`src/rtl/pcpu_timer_pkg.sv`:
```
package pcpu_timer_pkg;

  localparam int ADDR_W = 4;

  // Word offsets in the 16-byte window
  localparam logic [ADDR_W-1:0] OFF_TOP  = 4'h0;  // limit / upper word
  localparam logic [ADDR_W-1:0] OFF_CNT  = 4'h4;  // count / lower word
  localparam logic [ADDR_W-1:0] OFF_LKEEP = 4'h8; // limit without count reset
  localparam logic [ADDR_W-1:0] OFF_RUN  = 4'hC;  // running status

  typedef struct packed {
    logic isUser;       // registered mode
    logic enterUser;    // counter -> user at this edge
    logic enterCounter; // user -> counter at this edge
    logic tick;         // advance the count at this edge
    logic ldLimitRst;   // counter mode: load limit, reset count
    logic ldLimitKeep;  // counter mode: load limit only
    logic ldHigh;       // user mode: load upper word
    logic ldLow;        // user mode: load lower word
    logic runSet;       // user mode: start
    logic runClr;       // user mode: stop
    logic ackReached;   // counter mode: limit read clears reached / irq
  } tmrStrobes_t;

endpackage

```
`src/rtl/pcpu_timer_ctrl.sv`:
```
module pcpu_timer_ctrl
  import pcpu_timer_pkg::*;
(
  input  logic              clk,
  input  logic              rstN,
  input  logic              userMode,
  input  logic              tickEn,
  input  logic              wrEn,
  input  logic              rdEn,
  input  logic [ADDR_W-1:0] addr,
  input  logic              wrBit0,
  input  logic              running,
  output tmrStrobes_t       strb
);

  logic modeQ;
  logic modeFlip;
  logic busOk;

  always_ff @(posedge clk) begin
    if (!rstN) modeQ <= 1'b0;
    else       modeQ <= userMode;
  end

  assign modeFlip = (userMode != modeQ);
  assign busOk    = !modeFlip;

  always_comb begin
    strb              = '0;
    strb.isUser       = modeQ;
    strb.enterUser    = modeFlip && userMode;
    strb.enterCounter = modeFlip && !userMode;
    strb.tick         = busOk && tickEn && running;
    if (busOk && wrEn) begin
      if (modeQ) begin
        strb.ldHigh = (addr == OFF_TOP);
        strb.ldLow  = (addr == OFF_CNT);
        strb.runSet = (addr == OFF_RUN) && wrBit0 && !running;
        strb.runClr = (addr == OFF_RUN) && !wrBit0 && running;
      end else begin
        strb.ldLimitRst  = (addr == OFF_TOP);
        strb.ldLimitKeep = (addr == OFF_LKEEP);
      end
    end
    strb.ackReached = busOk && rdEn && !modeQ && (addr == OFF_TOP);
  end

  AST_ONE_ACTION: assert property (@(posedge clk) disable iff (!rstN)
    $onehot0({strb.enterUser, strb.enterCounter, strb.ldLimitRst, strb.ldLimitKeep,
              strb.ldHigh, strb.ldLow, strb.runSet, strb.runClr}));
  AST_FLIP_ONCE: assert property (@(posedge clk) disable iff (!rstN)
    strb.enterUser |=> (strb.isUser && !strb.enterUser));

endmodule

```
`src/rtl/pcpu_timer_datapath.sv`:
```
module pcpu_timer_datapath
  import pcpu_timer_pkg::*;
#(
  parameter int WORD_W   = 32,
  parameter int UNIT_LSB = 9
) (
  input  logic              clk,
  input  logic              rstN,
  input  tmrStrobes_t       strb,
  input  logic              rdEn,
  input  logic [ADDR_W-1:0] addr,
  input  logic [WORD_W-1:0] wrData,
  output logic [WORD_W-1:0] rdData,
  output logic              running,
  output logic              irq
);

  localparam int SHORT_W = WORD_W - 1 - UNIT_LSB;     // counter-mode count bits
  localparam int LOW_W   = WORD_W - UNIT_LSB;         // user lower-word count bits
  localparam int HIGH_W  = WORD_W - 1;                // user upper-word bits
  localparam int LONG_W  = LOW_W + HIGH_W;            // whole user count

  logic [LONG_W-1:0]  cntQ, cntD, cntInc;
  logic [SHORT_W-1:0] limQ, limD, wrapPt;
  logic [SHORT_W:0]   shortInc;
  logic               reachedQ, reachedD;
  logic               runQ, runD;
  logic               irqQ, irqD;
  logic               shortHit, longHit, loadHit;

  assign cntInc   = cntQ + 1'b1;
  assign shortInc = {1'b0, cntQ[SHORT_W-1:0]} + 1'b1;
  assign wrapPt   = (limQ == '0) ? '1 : limQ;
  assign shortHit = (shortInc >= {1'b0, wrapPt});
  assign longHit  = (cntInc == '1);
  assign loadHit  = strb.ldLimitRst || strb.ldHigh || strb.ldLow;

  always_comb begin
    cntD     = cntQ;
    limD     = limQ;
    reachedD = reachedQ;
    runD     = runQ;
    irqD     = irqQ;
    if (strb.enterUser) begin
      cntD     = '0;
      limD     = '0;
      reachedD = 1'b0;
      runD     = 1'b0;
      irqD     = 1'b0;
    end else if (strb.enterCounter) begin
      cntD     = '0;
      limD     = '0;
      reachedD = 1'b0;
      runD     = 1'b1;
      irqD     = 1'b0;
    end else begin
      if (strb.ldLimitRst) begin
        limD = wrData[WORD_W-2:UNIT_LSB];
        cntD = '0;
        irqD = 1'b0;
      end
      if (strb.ldLimitKeep) limD = wrData[WORD_W-2:UNIT_LSB];
      if (strb.ldHigh) begin
        cntD[LONG_W-1:LOW_W] = wrData[HIGH_W-1:0];
        reachedD = 1'b0;
      end
      if (strb.ldLow) begin
        cntD[LOW_W-1:0] = wrData[WORD_W-1:UNIT_LSB];
        reachedD = 1'b0;
      end
      if (strb.runSet) runD = 1'b1;
      if (strb.runClr) runD = 1'b0;
      if (strb.ackReached) begin
        reachedD = 1'b0;
        irqD     = 1'b0;
      end
      if (strb.tick && !loadHit) begin
        if (strb.isUser) begin
          if (longHit) begin
            cntD     = '0;
            reachedD = 1'b1;
          end else begin
            cntD = cntInc;
          end
        end else if (shortHit) begin
          cntD = '0;
          if (limQ != '0) begin
            reachedD = 1'b1;
            irqD     = 1'b1;
          end
        end else begin
          cntD = LONG_W'(shortInc[SHORT_W-1:0]);
        end
      end
    end
  end

  always_ff @(posedge clk) begin
    if (!rstN) begin
      cntQ     <= '0;
      limQ     <= '0;
      reachedQ <= 1'b0;
      runQ     <= 1'b1;
      irqQ     <= 1'b0;
    end else begin
      cntQ     <= cntD;
      limQ     <= limD;
      reachedQ <= reachedD;
      runQ     <= runD;
      irqQ     <= irqD;
    end
  end

  always_comb begin
    rdData = '0;
    if (rdEn) begin
      unique case (addr)
        OFF_TOP: rdData = strb.isUser ? {reachedQ, cntQ[LONG_W-1:LOW_W]}
                                      : {1'b0, limQ, {UNIT_LSB{1'b0}}};
        OFF_CNT: rdData = strb.isUser ? {cntQ[LOW_W-1:0], {UNIT_LSB{1'b0}}}
                                      : {reachedQ, cntQ[SHORT_W-1:0], {UNIT_LSB{1'b0}}};
        OFF_RUN: rdData = {{(WORD_W-1){1'b0}}, runQ};
        default: rdData = '0;
      endcase
    end
  end

  assign running = runQ;
  assign irq     = irqQ;

  AST_USER_IRQ_LOW: assert property (@(posedge clk) disable iff (!rstN)
    strb.isUser |-> !irqQ);
  AST_COUNTER_RUNS: assert property (@(posedge clk) disable iff (!rstN)
    !strb.isUser |-> runQ);
  AST_ENTER_USER: assert property (@(posedge clk) disable iff (!rstN)
    strb.enterUser |=> (!runQ && cntQ == '0 && !reachedQ));
  AST_ENTER_COUNTER: assert property (@(posedge clk) disable iff (!rstN)
    strb.enterCounter |=> (runQ && limQ == '0 && cntQ == '0));
  AST_IRQ_FROM_MATCH: assert property (@(posedge clk) disable iff (!rstN)
    $rose(irqQ) |-> $past(strb.tick && !strb.isUser));
  AST_STOPPED_HOLDS: assert property (@(posedge clk) disable iff (!rstN)
    (strb.isUser && !runQ && !strb.ldHigh && !strb.ldLow && !strb.enterCounter)
      |=> $stable(cntQ));

endmodule

```
`src/rtl/pcpu_timer.sv`:
```
module pcpu_timer
  import pcpu_timer_pkg::*;
#(
  parameter int WORD_W   = 32,
  parameter int UNIT_LSB = 9
) (
  input  logic              clk,
  input  logic              rstN,
  input  logic              tickEn,
  input  logic              userMode,
  input  logic              wrEn,
  input  logic              rdEn,
  input  logic [ADDR_W-1:0] addr,
  input  logic [WORD_W-1:0] wrData,
  output logic [WORD_W-1:0] rdData,
  output logic              irq
);

  tmrStrobes_t strb;
  logic        running;

  pcpu_timer_ctrl u_ctrl (
    .clk      (clk),
    .rstN     (rstN),
    .userMode (userMode),
    .tickEn   (tickEn),
    .wrEn     (wrEn),
    .rdEn     (rdEn),
    .addr     (addr),
    .wrBit0   (wrData[0]),
    .running  (running),
    .strb     (strb)
  );

  pcpu_timer_datapath #(
    .WORD_W   (WORD_W),
    .UNIT_LSB (UNIT_LSB)
  ) u_dp (
    .clk     (clk),
    .rstN    (rstN),
    .strb    (strb),
    .rdEn    (rdEn),
    .addr    (addr),
    .wrData  (wrData),
    .rdData  (rdData),
    .running (running),
    .irq     (irq)
  );

endmodule

```
`config.mk`:
```
export PLATFORM = sky130hd
export DESIGN_NAME = pcpu_timer
export DESIGN_NICKNAME = d
export VERILOG_FILES = /design/src/rtl/pcpu_timer_pkg.sv /design/src/rtl/pcpu_timer_ctrl.sv /design/src/rtl/pcpu_timer_datapath.sv /design/src/rtl/pcpu_timer.sv
export SDC_FILE = /design/constraint.sdc
export NUM_CORES = 1
export LEC_CHECK = 0
export BUFFER_PORTS_ARGS = -buffer_cell sky130_fd_sc_hd__buf_2
export CORE_ASPECT_RATIO = 0.75
export CORE_MARGIN = 3
export CORE_UTILIZATION = 55
export DETAILED_ROUTE_END_ITERATION = 12
export PLACE_DENSITY = 0.84
export SLEW_MARGIN = 30
export SYNTH_ARGS = -nofsm -noshare
export SYNTH_HDL_FRONTEND = slang
export SYNTH_SLANG_ARGS = --single-unit
```
`constraint.sdc`:
```
create_clock -name clk -period 5.8 [get_ports clk]
set_clock_uncertainty 0.2 [all_clocks]
set_input_delay 0.87 -clock clk [delete_from_list [all_inputs] [get_ports clk]]
set_output_delay 0.87 -clock clk [all_outputs]
set_load 0.01 [all_outputs]
```
# Word-level counts from Yosys, hierarchy flattened
# Index checks and enable logic that the tools add are counted.
totals:
  regBits: 80
  latchBits: 0
  mem_bits_rw: 0
  mem_bits_ro: 0
  inputBits: 42
  out_inout_bits: 33
  wordCells: 80
  n_memories: 0
classes:
  add_sub_neg: 2
  n_mul: 0
  n_div: 0
  magnitude_cmp: 1
  n_eq_ne: 5
  n_shift: 0
  muxes: 35
  bitwise: 1
  reduce_logical: 29
op_table:
  columns: ["cell", "n"]
  rows:
  - ["$mux 54", 4]
  - ["$mux 32", 3]
  - ["$pmux 32 s3", 1]
  - ["$mux 22", 4]
  - ["$add 54x1->54 const B", 1]
  - ["$eq 54x54->1 const B", 1]
  - ["$mux 31", 1]
  - ["$add 22x1->23 const B", 1]
  - ["$ge 23x22->1", 1]
  - ["$mux 23", 1]
  - ["$logic_not 22->1", 1]
  - ["$reduce_bool 22->1", 1]
  - ["$mux 1", 18]
  - ["$logic_and 1x1->1", 13]
  - ["$eq 4x4->1 const B", 2]
  - ["$logic_not 1->1", 6]
  - ["$mux 6", 1]
  - ["$reduce_bool 3->1", 2]
  - ["$eq 4x3->1 const B", 1]
  - ["$logic_not 4->1", 1]
  - ["$mux 4", 1]
  - ["$reduce_bool 4->1", 1]
  - ["$reduce_or 3->1", 1]
  - ["$logic_or 1x1->1", 2]
  - ["other kinds (4)", 4]

# Depth between registers and ports, before layout
depth:
  word_depth: 12
  ltp_mapped: 19
  depth_no_buf: 17

# Hierarchy
# From an unflattened synthesis, not the netlist that was laid out.
unflattened:
  cells_unflattened: 915
  hier_area_um2: 6715.2
modules_own_cells:
  columns: ["module", "instances", "cells_each", "area_per_inst_um2", "seq_area_each_um2"]
  rows:
  - ["pcpu_timer_datapath", 1, 894, 6511.2, 1581.5]
  - ["pcpu_timer_ctrl", 1, 21, 203.9, 20.0]

# Least setup slack after synthesis
# Ideal clock, no wire load.
synth_timing:
  kind: "register -> register"
  startpoint: "register u_dp.limQ[5]"
  endpoint: "register u_dp.cntQ[12]"
  setup_ns: 0.059
  arrival_time_ns: 3.711
  t_required_ns: 5.541
  setup_slack_ns: 1.830
  path_stages_with_launch: 17
  n_path_buf: 2
  synth_period_minus_slack_ns: 3.970
  path_cell_list: "dfxtp_1 or4_1 nor4_1 clkbuf_1 nor2_1 ha_1 a21o_1 a21o_1 a21oi_1 o21ai_0 a221o_1 a211oi_1 nor3_1 a211o_1 buf_2 o21ai_0 o211a_1"
synth_between:
  elab_chain_len: 6
synth_lines:
  columns: ["item", "line_no", "source"]
  rows:
  - ["start, declared", "pcpu_timer_datapath.sv:24", "logic [SHORT_W-1:0] limQ, limD, wrapPt;"]
  - ["start signal, assigned", "pcpu_timer_datapath.sv:107", "limQ <= limD;"]
  - ["$logic_not 22->1", "pcpu_timer_datapath.sv:33", "assign wrapPt = (limQ == '0) ? '1 : limQ;"]
  - ["$mux 22 (*)", "pcpu_timer_datapath.sv:33", null]
  - ["$ge 23x22->1 (*)", "pcpu_timer_datapath.sv:34", "assign shortHit = (shortInc >= {1'b0, wrapPt});"]
  - ["$mux 22 (*)", "pcpu_timer_datapath.sv:85", "end else if (shortHit) begin"]
  - ["$mux 54 (*)", "pcpu_timer_datapath.sv:78", "if (strb.isUser) begin"]
  - ["$mux 54 (*)", "pcpu_timer_datapath.sv:77", "if (strb.tick && !loadHit) begin"]
  - ["end signal, assigned", "pcpu_timer_datapath.sv:106", "cntQ <= cntD;"]
  - ["end, declared", "pcpu_timer_datapath.sv:23", "logic [LONG_W-1:0] cntQ, cntD, cntInc;"]
# Every way passes the cells marked *; elsewhere a longest branch is shown, timed or not.
# A chain may end at the register's enable or synchronous reset.

# Worst setup path in the final report
layout_timing:
  startpoint: "register u_dp.cntQ[0]"
  endpoint: "register u_dp.cntQ[1]"
layout_between:
  elab_chain_len: 5
  word_cells_on_any_way: 8
  cone_classes: "add/sub: 2; order compare: 1; eq/ne: 1; mux: 4"
layout_lines:
  columns: ["item", "line_no"]
  rows:
  - ["$add 22x1->23 or $add 54x1->54 (tied branches)", "pcpu_timer_datapath.sv:32, pcpu_timer_datapath.sv:31"]
  - ["$ge 23x22->1 or $eq 54x54->1 (tied branches)", "pcpu_timer_datapath.sv:34, pcpu_timer_datapath.sv:35"]
  - ["$mux 22 or $mux 54 (tied branches)", "pcpu_timer_datapath.sv:85, pcpu_timer_datapath.sv:79"]
  - ["$mux 54 (*)", "pcpu_timer_datapath.sv:78"]
  - ["$mux 54 (*)", "pcpu_timer_datapath.sv:77"]
# Marked as above.

==> results.cfg <==
[outcome]
outcome = complete, no violations

[sta]
rsz0062_at_grt = false
hold_violations = 0
final.setup.tns_ns = 0
worst_slew_pin_slew_ns = 1.01
fmax_mhz = 192
fin_crit_sh_pct = 90.0
slew_headroom_pct = 31.9
finalSetupViolCount = 0
min_period_ns = 5.22
slew_violations = 0
timing.final.ws_setup_ns = 0.578

[pwr]
swShare_pct = 29.2
p_clk_share_pct = 44.5
finalPower_w = 0.00137
p_leak_nw = 2.54
seq_power_share_pct = 42.7
power_density_mw_per_mm2 = 199
peakVddDrop_uv = 160
p_sw_w = 0.000399
p_comb_share_pct = 12.8
internal_power_w = 0.000966

[floorplan]
pin_count = 75
fp.dieH_um = 98.0
die_w_um = 129
die-area_mm2 = 0.0126
row_count = 32
start_util_pct = 58.2
coreArea_mm2 = 0.0107

[synthesis]
synth_nets = 938
synthFlopType = dfxtp_1
synth_top_area_share_pct = 25.8
ys_seq_area_share_pct = 25.8
synth_area_leaders = dfxtp_1 (26%), nand2_1 (6.2%), a21oi_1 (6.1%), ha_1 (5.2%), nor2_1 (5.2%)
ys_ff_latch = 80
yosys_warnings = 0
synth_top_area_cell = dfxtp_1
synth.distinct_cells = 54
syn-cell-area_mm2 = 0.00620
synth_edf_count = 0
async_flop_share_pct = 0
syn-instance-count = 870
synth.avg_cell_area_um2 = 7.13

[routing]
dr.pass1.iters = 11
routed_via_density = 7.01
drc_errors = 0
post_drt_wl_per_cell_um = 22.2
ant_nets = 0
drt_iter0_markers = 1203
wirelength_mm = 22.8
via_count = 7202

[grt]
antenna_found_initial = 0
grt_max_degree = 58
grt_overflow = 0
grt.total_usage_pct = 35.9
grt_pass1_vias = 6441
grt_pass1_wl_mm = 36.0

[critical_path]
reg2reg_depth = 15
crit_family = simple AND/OR/NAND/NOR gates
arrival_ns = 5.23
cp_cell_sequence = ha_1 > nand4_1 > nor4_1 > nand3_1 > xor2_1 > inv_1 > ha_1 > a21o_1 > a21oi_1 > nand2_1 > a211oi_1 > nor3_1 > a211o_1 > a2bb2oi_1 > a21oi_1
cp_max_fo = 21
path_buf_inv = 1
r2r-start = u_dp.cntQ[0]$_SDFFE_PP0P_
cp-start-kind = flop
crit_type = flop to flop
critPathRequiredTime_ns = 5.81
r2r_slack_ns = 0.58
cp_slowest_cell = nor4_1
slowest_delay_ns = 0.93
rr_endpoint = u_dp.cntQ[1]$_SDFFE_PP0P_
endpoint_kind = flop

[placement]
place_inst = 1012
place_congestion = 1.05
post-place-ws_ns = 0.880
dp_hpwl_mm = 16.4
portBuffers = 74

[final_layout]
diodes = 0
layout_common_cells = nand2_1 (102), nor2_1 (85), dfxtp_1 (80)
area_delta_synth_final_pct = 10.9
fin_cells = 1028
final_common_cell = nand2_1
final_layout_size_suffix_gt1_share_pct = 13.9
fin_util_pct = 64.6
final_nets = 955

[clocking]
h-tree-depth = 3
cts_inserted_buffers = 9
cts_root_buf = clkbuf_16
clk_path_buf_depth = 2
cts_resized = 0
postCtsSetupBuffers = 0
clkLatencyLatePin_ns = 0.35
hold_buffers = 0
cts_tree = done
path_clk_slew_ns = 0.06
cts_num_sinks = 80

[hold_path]
hold_start = u_dp.irq$_SDFF_PP0_
min_path_type = flop to flop
hold_end = u_dp.irq$_SDFF_PP0_
whs_path_depth = 2

[run]
cap_violations = 0
-- per-stage QoR --
| step | instance area [um2] | hold slack, ns |
|---|---|---|
| detailed placement | 6570 | 0.286 |
| global placement | 6560 | 0.276 |
| finish | 6880 | 0.296 |
| global route | 6880 | 0.314 |
| floorplan | 6200 | 0.257 |
| CTS | 6870 | 0.297 |
-- area by class of cell --
class / instances / area (um2)
clock inverter: 6 / 67.6
tap: 136 / 170
inverter: 16 / 60.1
clock buffer: 10 / 239
timing repair buffer: 88 / 475
multi-input combinational: 692 / 4260
fill: 987 / 3770
sequential: 80 / 1600
-- cell families (layout without fill, tap and decap cells) --
family	Yosys count	count (layout)	share of synthesized area (%)
buffers and inverters	98	120	6.37
adder cells (fa/ha/maj)	26	26	5.25
XOR/XNOR	46	46	6.50
flip-flops	80	80	25.8
multiplexers	3	3	0.504
AO/OA/AOI/OAI	207	207	21.9
AND/OR/NAND/NOR	410	410	33.6
-- state kept, by name, summed over array words and instances, names as in the netlist --
name / count
u_dp.running: 1
u_dp.cntQ: 54
u_dp.limQ: 22
u_ctrl.modeQ: 1
u_dp.irq: 1
u_dp.reachedQ: 1
-- Yosys cell counts, types with 2 or more instances --
master     number
nand2_1       102
mux2i_1         2
a22oi_1         6
nand4_1        36
ha_1           26
clkbuf_1       67
a31oi_1        14
nor3b_1         4
a221oi_1        8
or4_1           8
nand3_1        30
o211a_1         4
o22ai_1         4
dfxtp_1        80
nor2_1         86
and4_1          9
and2_1          4
buf_2          13
and3_1         22
a21o_1          9
xor2_1         11
nor4_1         26
o21ai_0        38
or3_1           7
nand4b_1        3
inv_1          16
nor3_1         36
a222oi_1       30
nand3b_1        7
nand2b_1       18
a211oi_1        5
a21oi_1        75
or2_2           6
o31ai_1         2
a2bb2oi_1       2
a221o_1         2
xnor2_1        35
-- per-layer routing --
| metal | vias up | wire length (um) | GRT usage [%] |
|---|---|---|---|
| met5 | - | 0 | 0 |
| met4 | 0 | 860 | 13.2 |
| met3 | 92 | 2960 | 9.29 |
| met2 | 543 | 9330 | 50.0 |
| met1 | 3310 | 9630 | 52.9 |
| li1 | 3257 | - | - |
-- power by group through the flow --
stage	sequential, W	combinational [W]	clock [W]
6_report	0.000582	0.000175	0.000608
5_1_grt	0.000584	0.000190	0.000628
4_1_cts	0.000581	0.000169	0.000606
3_5_place_dp	0.000593	0.000166	0
3_3_place_gp	0.000593	0.000162	0
2_1_floorplan	0.000578	0.000115	0
-- worst max-delay path by stage --
stage | startpoint | endpoint | slack (ns) | cells past startpoint
2_1_floorplan | u_dp.limQ[5]$_SDFFE_PP0P_ | u_dp.cntQ[12]$_SDFFE_PP0P_ | 1.83 | 16
3_3_place_gp | u_dp.cntQ[0]$_SDFFE_PP0P_ | u_dp.cntQ[0]$_SDFFE_PP0P_ | 0.88 | 15
3_5_place_dp | u_dp.cntQ[0]$_SDFFE_PP0P_ | u_dp.cntQ[14]$_SDFFE_PP0P_ | 0.88 | 15
4_1_cts | u_dp.cntQ[0]$_SDFFE_PP0P_ | u_dp.cntQ[14]$_SDFFE_PP0P_ | 0.77 | 15
5_1_grt | u_dp.cntQ[0]$_SDFFE_PP0P_ | u_dp.cntQ[4]$_SDFFE_PP0P_ | 0.36 | 15
6_report | u_dp.cntQ[0]$_SDFFE_PP0P_ | u_dp.cntQ[1]$_SDFFE_PP0P_ | 0.58 | 15
-- worst register-to-register path, cell delays in order (launching register included) --
cell,delay (ns)
dfxtp_1,0.49
ha_1,0.38
nand4_1,0.26
nor4_1,0.93
nand3_1,0.19
xor2_1,0.30
inv_1,0.08
ha_1,0.30
a21o_1,0.12
a21oi_1,0.06
nand2_1,0.10
a211oi_1,0.08
nor3_1,0.62
a211o_1,0.66
a2bb2oi_1,0.21
a21oi_1,0.08
(Power assumes the default switching activity.)
